`src/rtl/nc_pkg.sv`:
```
package nc_pkg;

  // Role of a function code within the instruction set
  typedef enum logic [1:0] {
    FC_DIRECT  = 2'd0,
    FC_PFX_POS = 2'd1,
    FC_PFX_NEG = 2'd2,
    FC_OPERATE = 2'd3
  } fclass_e;

  // Default code assignment
  localparam logic [3:0] CODE_PFX_POS = 4'h2;
  localparam logic [3:0] CODE_PFX_NEG = 4'h6;
  localparam logic [3:0] CODE_OPERATE = 4'hF;

  function automatic logic is_terminal(fclass_e c);
    return (c == FC_DIRECT) || (c == FC_OPERATE);
  endfunction

endpackage

```
`src/rtl/nc_byte_split.sv`:
```
module nc_byte_split
  import nc_pkg::*;
#(
  parameter int FN_W   = 4,
  parameter int DATA_W = 4,
  parameter logic [FN_W-1:0] POS_CODE = 4'h2,
  parameter logic [FN_W-1:0] NEG_CODE = 4'h6,
  parameter logic [FN_W-1:0] OPR_CODE = 4'hF,
  localparam int BYTE_W = FN_W + DATA_W
) (
  input  logic [BYTE_W-1:0] byte_i,
  output logic [FN_W-1:0]   func_o,
  output logic [DATA_W-1:0] data_o,
  output fclass_e           cls_o
);

  // Code field sits above the data field
  assign func_o = byte_i[BYTE_W-1:DATA_W];
  assign data_o = byte_i[DATA_W-1:0];

  always_comb begin
    if (func_o == POS_CODE)      cls_o = FC_PFX_POS;
    else if (func_o == NEG_CODE) cls_o = FC_PFX_NEG;
    else if (func_o == OPR_CODE) cls_o = FC_OPERATE;
    else                         cls_o = FC_DIRECT;
  end

endmodule

```
`src/rtl/nc_operand_reg.sv`:
```
module nc_operand_reg
  import nc_pkg::*;
#(
  parameter int OPND_W = 32,
  parameter int DATA_W = 4
) (
  input  logic              clk,
  input  logic              rst,
  input  logic              take_i,
  input  fclass_e           cls_i,
  input  logic [DATA_W-1:0] data_i,
  output logic [OPND_W-1:0] opreg_o,
  output logic [OPND_W-1:0] folded_o
);

  localparam int PAD_W = OPND_W - DATA_W;

  // Merge a data nibble into the low end of the register
  function automatic logic [OPND_W-1:0] fold_nibble(logic [OPND_W-1:0] r,
                                                    logic [DATA_W-1:0] d);
    return r | {{PAD_W{1'b0}}, d};
  endfunction

  // Move the register up by one nibble
  function automatic logic [OPND_W-1:0] nib_shift(logic [OPND_W-1:0] r);
    return r << DATA_W;
  endfunction

  logic [OPND_W-1:0] opreg_q;
  logic [OPND_W-1:0] opreg_d;

  assign folded_o = fold_nibble(opreg_q, data_i);
  assign opreg_o  = opreg_q;

  always_comb begin
    opreg_d = opreg_q;
    if (take_i) begin
      unique case (cls_i)
        FC_PFX_POS: opreg_d = nib_shift(folded_o);
        FC_PFX_NEG: opreg_d = nib_shift(~folded_o);
        default:    opreg_d = '0;
      endcase
    end
  end

  always_ff @(posedge clk) begin
    if (rst) opreg_q <= '0;
    else     opreg_q <= opreg_d;
  end

  // A prefix always leaves the lowest nibble empty
  assert_prefix_low_clear_R3 : assert property (@(posedge clk) disable iff (rst)
    (take_i && !is_terminal(cls_i)) |=> (opreg_q[DATA_W-1:0] == '0));

  // Register untouched while nothing is accepted
  assert_hold_idle_R8 : assert property (@(posedge clk) disable iff (rst)
    !take_i |=> $stable(opreg_q));

endmodule

```
`src/rtl/nc_emit.sv`:
```
module nc_emit
  import nc_pkg::*;
#(
  parameter int OPND_W = 32,
  parameter int FN_W   = 4
) (
  input  logic              clk,
  input  logic              rst,
  input  logic              take_i,
  input  fclass_e           cls_i,
  input  logic [FN_W-1:0]   func_i,
  input  logic [OPND_W-1:0] folded_i,
  output logic              valid_o,
  output logic [FN_W-1:0]   func_o,
  output logic [OPND_W-1:0] operand_o,
  output logic              is_opr_o
);

  assign valid_o   = take_i && is_terminal(cls_i);
  assign is_opr_o  = take_i && (cls_i == FC_OPERATE);
  assign func_o    = func_i;
  assign operand_o = folded_i;

  // Prefix bytes never strobe
  assert_prefix_silent_R3 : assert property (@(posedge clk) disable iff (rst)
    (take_i && (cls_i == FC_PFX_POS || cls_i == FC_PFX_NEG)) |-> !valid_o);

  // Operate flag only rides on a strobe
  assert_opr_needs_strobe_R7 : assert property (@(posedge clk) disable iff (rst)
    is_opr_o |-> valid_o);

endmodule

```
`src/rtl/nibble_chain_decoder.sv`:
```
module nibble_chain_decoder
  import nc_pkg::*;
#(
  parameter int FN_W   = 4,
  parameter int DATA_W = 4,
  parameter int OPND_W = 32,
  parameter logic [FN_W-1:0] POS_CODE = CODE_PFX_POS,
  parameter logic [FN_W-1:0] NEG_CODE = CODE_PFX_NEG,
  parameter logic [FN_W-1:0] OPR_CODE = CODE_OPERATE,
  localparam int BYTE_W = FN_W + DATA_W
) (
  input  logic              clk,
  input  logic              rst,
  input  logic              in_valid,
  input  logic [BYTE_W-1:0] in_byte,
  output logic              in_ready,
  output logic              dec_valid,
  output logic [FN_W-1:0]   dec_func,
  output logic [OPND_W-1:0] dec_operand,
  output logic              dec_is_opr
);

  // Named internal events
  logic              take;
  logic [FN_W-1:0]   func_w;
  logic [DATA_W-1:0] data_w;
  fclass_e           cls_w;
  logic [OPND_W-1:0] opreg_w;
  logic [OPND_W-1:0] folded_w;

  assign in_ready = !rst;
  assign take     = in_valid && in_ready;

  nc_byte_split #(
    .FN_W(FN_W), .DATA_W(DATA_W),
    .POS_CODE(POS_CODE), .NEG_CODE(NEG_CODE), .OPR_CODE(OPR_CODE)
  ) u_split (
    .byte_i (in_byte),
    .func_o (func_w),
    .data_o (data_w),
    .cls_o  (cls_w)
  );

  nc_operand_reg #(.OPND_W(OPND_W), .DATA_W(DATA_W)) u_opreg (
    .clk      (clk),
    .rst      (rst),
    .take_i   (take),
    .cls_i    (cls_w),
    .data_i   (data_w),
    .opreg_o  (opreg_w),
    .folded_o (folded_w)
  );

  nc_emit #(.OPND_W(OPND_W), .FN_W(FN_W)) u_emit (
    .clk       (clk),
    .rst       (rst),
    .take_i    (take),
    .cls_i     (cls_w),
    .func_i    (func_w),
    .folded_i  (folded_w),
    .valid_o   (dec_valid),
    .func_o    (dec_func),
    .operand_o (dec_operand),
    .is_opr_o  (dec_is_opr)
  );

  // Strobe empties the operand register
  assert_clear_after_emit_R5 : assert property (@(posedge clk) disable iff (rst)
    dec_valid |=> (opreg_w == '0));

  // No strobe without an accepted byte
  assert_strobe_needs_byte_R8 : assert property (@(posedge clk) disable iff (rst)
    dec_valid |-> (in_valid && in_ready));

endmodule

```
`config.mk`:
```
export PLATFORM = sky130hd
export DESIGN_NAME = nibble_chain_decoder
export DESIGN_NICKNAME = d
export VERILOG_FILES = /design/src/rtl/nc_pkg.sv /design/src/rtl/nc_byte_split.sv /design/src/rtl/nc_operand_reg.sv /design/src/rtl/nc_emit.sv /design/src/rtl/nibble_chain_decoder.sv
export SDC_FILE = /design/constraint.sdc
export NUM_CORES = 1
export LEC_CHECK = 0
export ABC_AREA = 1
export BUFFER_PORTS_ARGS = -buffer_cell sky130_fd_sc_hd__buf_4
export CAP_MARGIN = 20
export CORE_MARGIN = 2
export CORE_UTILIZATION = 40
export CTS_BUF_LIST = sky130_fd_sc_hd__clkbuf_8
export CTS_CLUSTER_DIAMETER = 150
export DETAILED_ROUTE_END_ITERATION = 10
export GPL_ROUTABILITY_DRIVEN = 0
export PLACE_DENSITY_LB_ADDON = 0.3
export SETUP_SLACK_MARGIN = 0.05
export SLEW_MARGIN = 20
export SYNTH_ARGS = -nofsm -noshare
export SYNTH_HDL_FRONTEND = slang
export SYNTH_SLANG_ARGS = --single-unit
```
`constraint.sdc`:
```
create_clock -name clk -period 2.1 [get_ports clk]
set_clock_uncertainty 0.05 [all_clocks]
set_input_delay 0.21 -clock clk [delete_from_list [all_inputs] [get_ports clk]]
set_output_delay 0.21 -clock clk [all_outputs]
set_load 0.05 [all_outputs]
```
==> results of run 1 <==
-- synth_stat cells (all sizes together) --
| cell | number |
|---|---|
| dfxtp | 28 |
| a21oi | 29 |
| nand3b | 1 |
| ha | 3 |
| clkbuf | 1 |
| buf | 22 |
| nand2 | 142 |
| nor2 | 4 |
| o21ai | 1 |
| inv | 34 |
| or2 | 1 |
-- cells in the final DEF, fill, tap and decap left out --
cell type / n
sky130_fd_sc_hd__nand3b_1: 1
sky130_fd_sc_hd__nor2_2: 1
sky130_fd_sc_hd__clkbuf_8: 3
sky130_fd_sc_hd__ha_1: 3
sky130_fd_sc_hd__nand2_1: 142
sky130_fd_sc_hd__or2_2: 1
sky130_fd_sc_hd__buf_12: 1
sky130_fd_sc_hd__inv_1: 34
sky130_fd_sc_hd__nor2_1: 3
sky130_fd_sc_hd__buf_4: 54
sky130_fd_sc_hd__bufinv_16: 1
sky130_fd_sc_hd__a21oi_1: 29
sky130_fd_sc_hd__dfxtp_1: 28
sky130_fd_sc_hd__o21ai_0: 1
-- power groups by stage --
stage               Combinational, mW  Sequential [mW]  Clock [mW]
CTS                             0.206            0.545       0.437
floorplan                       0.132            0.582           0
global route                    0.222            0.546       0.459
finish                          0.204            0.545       0.427
detailed placement              0.205            0.557           0
global placement                0.204            0.557           0
-- worst min-delay path by stage --
| stage | startpoint | to | slack (ns) | cells past startpoint |
|---|---|---|---|---|
| after floorplan | in_byte[0] | u_opreg.opreg_o[4]$_SDFFE_PP0P_ | 0.39 | 4 |
| after global placement | u_opreg.opreg_o[29]$_SDFFE_PP0P_ | u_opreg.opreg_o[29]$_SDFFE_PP0P_ | 0.40 | 2 |
| after detailed placement | u_opreg.opreg_o[31]$_SDFFE_PP0P_ | u_opreg.opreg_o[31]$_SDFFE_PP0P_ | 0.41 | 2 |
| after CTS | in_byte[2] | u_opreg.opreg_o[6]$_SDFFE_PP0P_ | 0.24 | 6 |
| after global routing | in_byte[2] | u_opreg.opreg_o[6]$_SDFFE_PP0P_ | 0.27 | 6 |
| final | in_byte[1] | u_opreg.opreg_o[5]$_SDFFE_PP0P_ | 0.24 | 6 |
-- through the flow --
step	worst slack, ns	instances
after floorplan	0.230	266
after global placement	0.382	348
after detailed placement	0.305	348
after CTS	0.405	352
after global routing	0.296	352
final	0.413	352
-- kinds of logic after synthesis --
logic type | count (synthesis) | synth area share (%)
compound gates | 30 | 9.35
flops | 28 | 34.9
fa+ha+maj | 3 | 2.34
simple gates | 148 | 35.2
buf+inv | 57 | 18.2
-- routing by layer --
metal  GRT usage [%]  up-vias  routed length, µm
li1                -      848                  -
met1            20.4      665               1630
met2            26.2       29               1590
met3            2.17        2                146
met4            4.59        0                 20
met5               0        -                  0
-- worst max-delay path, delay by kind of cell --
| kind | cells | cell delay (ns) |
|---|---|---|
| simple gates | 2 | 0.40 |
| fa+ha+maj | 1 | 0.27 |
| compound gates | 1 | 0.22 |
| buf+inv | 2 | 0.32 |
-- final cells by class --
class,count,area [µm²]
inverter,34,128
multi-input combinational,181,752
sequential,28,561
clock inverter,1,30.0
clock buffer,3,41.3
fill,405,1940
tap,50,62.6
timing repair buffer,55,425
==> impl_metrics.sql, run 1 <==
INSERT INTO impl_metrics (metric_group, metric, value, unit) VALUES
('cells_and_area', 'largest_register_ff_count', '28', ''),
('setup_path', 'startpoint_type', 'input port', ''),
('setup_path', 'setup.worst_path.class', 'in2out', ''),
('sta', 'maxClockFrequency', '0.593', 'GHz'),
('global_route', 'global_route_wire_length_before_repair', '5.54', 'mm'),
('clock_tree', 'cts_tree', 'built', ''),
('power_and_ir_drop', 'internal-power', '0.857', 'mW'),
('logic_synthesis', 'synth_seq_cells', '28', ''),
('cells_and_area', 'final_design_area_excluding_fillers', '0.00200', 'mm²'),
('floorplan', 'initial_utilization', '40.7', '%'),
('floorplan', 'num_rows', '23', ''),
('route', 'drt_iter0_drc', '62', ''),
('logic_synthesis', 'synth.area.top_cells', 'sky130_fd_sc_hd__dfxtp_1 35%, sky130_fd_sc_hd__nand2_1 33%, sky130_fd_sc_hd__a21oi_1 9.0%', ''),
('clock_tree', 'number_of_buffers_created_by_cts', '3', ''),
('power_and_ir_drop', 'cellLeakagePower', '0.925', 'nW'),
('floorplan', 'die_area', '0.00454', 'mm²'),
('setup_path', 'crit_slowest_cell', 'sky130_fd_sc_hd__or2_2', ''),
('flow_run', 'max-cap-violations', '0', ''),
('place', 'hpwl', '2.19', 'mm'),
('setup_path', 'worstReg2RegEnd', 'u_opreg.opreg_o[22]$_SDFFE_PP0P_', ''),
('power_and_ir_drop', 'total_power', '1.18', 'mW'),
('setup_path', 'critPathLaunch', 'in_byte[7]', ''),
('clock_tree', 'root_buffer', 'sky130_fd_sc_hd__clkbuf_8', ''),
('power_and_ir_drop', 'sw_frac_of_total', '27.1', '%'),
('clock_tree', 'post_cts_resize_count', '0', ''),
('clock_tree', 'htree_levels', '1', ''),
('global_route', 'antenna_violations_before_repair', '0', ''),
('logic_synthesis', 'syn-num-nets', '280', ''),
('logic_synthesis', 'synthesis.area_per_instance', '6.03', 'µm²'),
('setup_path', 'cp_data_arrival_time', '1.43', 'ns'),
('setup_path', 'cp_slowest_stage_delay', '0.29', 'ns'),
('logic_synthesis', 'portion_of_synthesized_cell_area_occupied_by_the_leading_cell_type', '34.9', '%'),
('clock_tree', 'cts_hold_buf', '0', ''),
('setup_path', 'cp_cell_sequence', 'buf_4 -> or2_2 -> a21oi_1 -> ha_1 -> nor2_1 -> buf_4', ''),
('setup_path', 'regToRegSetupSlack', '1.28', 'ns'),
('power_and_ir_drop', 'power_density', '588', 'mW/mm²'),
('hold_path', 'hold_path_class', 'in2reg', ''),
('outcome', 'outcome', 'completed', ''),
('sta', 'setup-violations-final', '0', ''),
('sta', 'timing.slew.headroom', '77.9', '%'),
('place', 'place.port_buffers', '49', ''),
('setup_path', 'worst-endpoint-required', '1.84', 'ns'),
('route', 'avgRoutedWirePerCell', '9.61', 'µm'),
('route', 'drt_pre_antenna_iters', '4', ''),
('route', 'detail_route.drc_violations', '0', ''),
('setup_path', 'worst_path_most_repeated_cell', 'sky130_fd_sc_hd__buf_4', ''),
('logic_synthesis', 'yosysSeqAreaShare', '34.9', '%'),
('power_and_ir_drop', 'share_comb_of_total_power', '17.4', '%'),
('route', 'ant_nets', '0', ''),
('global_route', 'overflow_left_after_global_routing', '0', ''),
('cells_and_area', 'antennaDiodeCount', '0', ''),
('logic_synthesis', 'cell_accounting_for_the_most_synthesized_area', 'sky130_fd_sc_hd__dfxtp_1', ''),
('logic_synthesis', 'number_of_synthesis_warnings', '0', ''),
('logic_synthesis', 'syn_area', '0.00161', 'mm²'),
('sta', 'final-hold-violation-count', '0', ''),
('sta', 'timing_max_transition_violations_final', '0', ''),
('sta', 'final_min_period_over_clock_period', '80.3', '%'),
('setup_path', 'crit_path_end', 'dec_valid', ''),
('global_route', 'grt_pass1_vias', '1267', ''),
('cells_and_area', 'num-nets-final', '317', ''),
('setup_path', 'category_of_the_worst_setup_path_capture_point', 'primary output', ''),
('power_and_ir_drop', 'power.clock.fraction', '36.3', '%'),
('global_route', 'largest_net_degree_at_the_start_of_global_routing', '31', ''),
('clock_tree', 'cts.sinks', '28', ''),
('setup_path', 'worst_r2r_startpoint', 'u_opreg.opreg_o[18]$_SDFFE_PP0P_', ''),
('power_and_ir_drop', 'p_sw', '0.318', 'mW'),
('floorplan', 'fp.coreArea', '0.00394', 'mm²'),
('place', 'placed_area', '0.00193', 'mm²'),
('route', 'detailroute.via_count', '1544', ''),
('cells_and_area', 'syn2layout_area_growth', '24.6', '%'),
('clock_tree', 'clk_pin_slew_worst_paths', '0.10', 'ns');
(Power assumes the default switching activity.)
==> run 2, diff against run 1 <==
Clock period 2.1 ns to 1.7 ns, I/O delays scaled along.
==> impl_metrics.sql, run 2 (same netlist as run 1, synthesis figures left out) <==
INSERT INTO impl_metrics (metric_group, metric, value, unit) VALUES
('outcome', 'outcome', 'completed', ''),
('floorplan', 'fp.coreArea', '0.00394', 'mm²'),
('setup_path', 'regToRegSetupSlack', '0.88', 'ns'),
('route', 'drt_pre_antenna_iters', '4', ''),
('place', 'place.port_buffers', '49', ''),
('floorplan', 'initial_utilization', '40.7', '%'),
('global_route', 'globalRouteMet2Util', '27.7', '%'),
('cells_and_area', 'final_cells', '352', ''),
('clock_tree', 'worst_skew_pair_latency', '0.27', 'ns'),
('setup_path', 'worst_path_most_repeated_cell', 'sky130_fd_sc_hd__buf_4', ''),
('route', 'detailroute.via_count', '1545', ''),
('setup_path', 'cp_cell_sequence', 'buf_4 -> or2_2 -> a21oi_2 -> ha_1 -> nor2_2 -> buf_4', ''),
('global_route', 'global_route_wire_length_before_repair', '5.72', 'mm'),
('hold_path', 'hold_end', 'u_opreg.opreg_o[4]$_SDFFE_PP0P_', ''),
('global_route', 'grt.total_usage', '16.0', '%'),
('global_route', 'overflow_left_after_global_routing', '0', ''),
('sta', 'maxClockFrequency', '0.646', 'GHz'),
('setup_path', 'worst_r2r_startpoint', 'u_opreg.opreg_o[17]$_SDFFE_PP0P_', ''),
('setup_path', 'worst-endpoint-required', '1.48', 'ns'),
('global_route', 'antenna_violations_before_repair', '0', ''),
('flow_run', 'max-cap-violations', '0', ''),
('setup_path', 'setup.worst_path.class', 'in2out', ''),
('clock_tree', 'htree_levels', '1', ''),
('setup_path', 'crit_slowest_cell', 'sky130_fd_sc_hd__or2_2', ''),
('cells_and_area', 'syn2layout_area_growth', '24.9', '%'),
('floorplan', 'die_h', '67.4', 'µm'),
('floorplan', 'die-width', '67.4', 'µm'),
('global_route', 'largest_net_degree_at_the_start_of_global_routing', '29', ''),
('setup_path', 'worstRegToRegCells', '4', ''),
('route', 'route.final.wire_length', '3.45', 'mm'),
('clock_tree', 'root_buffer', 'sky130_fd_sc_hd__clkbuf_8', ''),
('setup_path', 'critical-path-top-delay-family', 'simple AND/OR/NAND/NOR gates', ''),
('setup_path', 'category_of_the_worst_setup_path_capture_point', 'primary output', ''),
('sta', 'timing.slew.headroom', '77.8', '%'),
('setup_path', 'path_buf_inv', '2', ''),
('clock_tree', 'cts_hold_buf', '0', ''),
('cells_and_area', 'mostFrequentLayoutCells', '142 x sky130_fd_sc_hd__nand2_1, 53 x sky130_fd_sc_hd__buf_4, 34 x sky130_fd_sc_hd__inv_1', ''),
('global_route', 'global_route.usage.met3', '3.00', '%'),
('clock_tree', 'cts_tree', 'built', ''),
('hold_path', 'holdPathStages', '2', ''),
('cells_and_area', 'antennaDiodeCount', '0', ''),
('hold_path', 'hold_path_class', 'in2reg', ''),
('power_and_ir_drop', 'cellLeakagePower', '0.921', 'nW'),
('setup_path', 'worstReg2RegEnd', 'u_opreg.opreg_o[21]$_SDFFE_PP0P_', ''),
('sta', 'timing.final.crit_period', '1.55', 'ns'),
('place', 'placed_cells', '348', ''),
('power_and_ir_drop', 'peakVddDrop', '0.345', 'mV'),
('hold_path', 'hold_start', 'rst', ''),
('global_route', 'grt.met1_usage', '20.6', '%'),
('setup_path', 'cp_slowest_stage_delay', '0.30', 'ns'),
('floorplan', 'die_area', '0.00454', 'mm²'),
('power_and_ir_drop', 'power_density', '667', 'mW/mm²'),
('setup_path', 'path_max_fanout', '4', ''),
('floorplan', 'num_rows', '23', ''),
('sta', 'final-hold-violation-count', '0', ''),
('place', 'pre_cts_ws', '0.0349', 'ns'),
('sta', 'timing_max_transition_violations_final', '0', ''),
('setup_path', 'cp_data_arrival_time', '1.33', 'ns'),
('sta', 'setup-violations-final', '0', ''),
('sta', 'timing.final.ws_setup', '0.151', 'ns'),
('global_route', 'globalRoute.busiestLayer', 'met2', ''),
('place', 'hpwl', '2.33', 'mm'),
('clock_tree', 'cts.sinks', '28', ''),
('route', 'detail_route.drc_violations', '0', ''),
('clock_tree', 'clk_pin_slew_worst_paths', '0.09', 'ns'),
('route', 'avgViaCountPerCell', '4.39', ''),
('clock_tree', 'cts_buffer_depth', '2', ''),
('floorplan', 'design.portCount', '50', ''),
('route', 'ant_nets', '0', ''),
('route', 'drt_iter0_drc', '118', ''),
('sta', 'final_min_period_over_clock_period', '91.1', '%'),
('setup_path', 'startpoint_type', 'input port', ''),
('cells_and_area', 'n_fill_cell', '403', ''),
('sta', 'setup_total_negative_slack', '0', 'ns'),
('cells_and_area', 'layout_cell_share_with_drive_strength_beyond_1', '21.2', '%'),
('clock_tree', 'number_of_buffers_created_by_cts', '3', ''),
('sta', 'worst_margin_pin_slew', '0.330', 'ns'),
('route', 'avgRoutedWirePerCell', '9.79', 'µm'),
('cells_and_area', 'num-nets-final', '317', ''),
('global_route', 'grt_pass1_vias', '1340', ''),
('cells_and_area', 'final_common_cell', 'sky130_fd_sc_hd__nand2_1', ''),
('sta', 'grt_setup_unrepaired', 'no', ''),
('cells_and_area', 'largest_register_ff_count', '28', '');
## run 2: cell type report
type | count | area [µm²] | share of cell area, %
clock buffer | 4 | 55.1 | 2.75
inverter | 34 | 128 | 6.37
multi-input combinational | 181 | 761 | 38.0
sequential | 28 | 561 | 28.0
tap | 50 | 62.6 | 3.12
timing repair buffer | 55 | 438 | 21.8
## run 2: worst reg2reg max path, cell delays in order, from the launching register on
cell and delay, ns:
sky130_fd_sc_hd__dfxtp_1 0.40, sky130_fd_sc_hd__nand2_1 0.06, sky130_fd_sc_hd__nand2_1 0.06, sky130_fd_sc_hd__nand2_1 0.04, sky130_fd_sc_hd__a21oi_1 0.13
## run 2: worst max-delay path by stage
| stage | from | endpoint | slack (ns) | depth (start not counted) |
|---|---|---|---|---|
| CTS | in_byte[7] | dec_valid | 0.08 | 6 |
| finish | in_byte[7] | dec_valid | 0.15 | 6 |
| global placement | in_byte[7] | u_opreg.opreg_o[22]$_SDFFE_PP0P_ | 0.08 | 10 |
| global route | in_byte[7] | dec_valid | 0.08 | 6 |
| detailed placement | in_byte[7] | u_opreg.opreg_o[21]$_SDFFE_PP0P_ | 0.03 | 9 |
| floorplan | in_byte[7] | dec_valid | 0.12 | 4 |
## run 2: report_power, final
group	switching [mW]	internal [mW]	leakage, nW	total [mW]
Combinational	0.175	0.0832	0.666	0.259
Sequential	0.00844	0.665	0.226	0.673
Clock	0.198	0.207	0.0288	0.405
## run 2: metrics by stage
step	cell area, µm²	hold slack [ns]	power, mW	util [%]
after global routing	2000	0.109	1.40	50.8
after floorplan	1610	0.348	0.884	-
after CTS	2000	0.0950	1.36	50.7
after global placement	1950	0.389	0.945	49.3
final	2000	0.102	1.34	50.8
after detailed placement	1950	0.391	0.948	49.3
## run 2: routing by layer
layer,up-vias,part of all wire (%)
li1,849,-
met1,657,46
met2,37,48
met3,2,4.9
met4,0,0.73
met5,-,0
## run 2: what timing repair did
action                                  4_1_cts  5_1_grt
endpoints found under the setup margin        0        1
gates resized for setup                       0        1
buffers inserted                              0        0
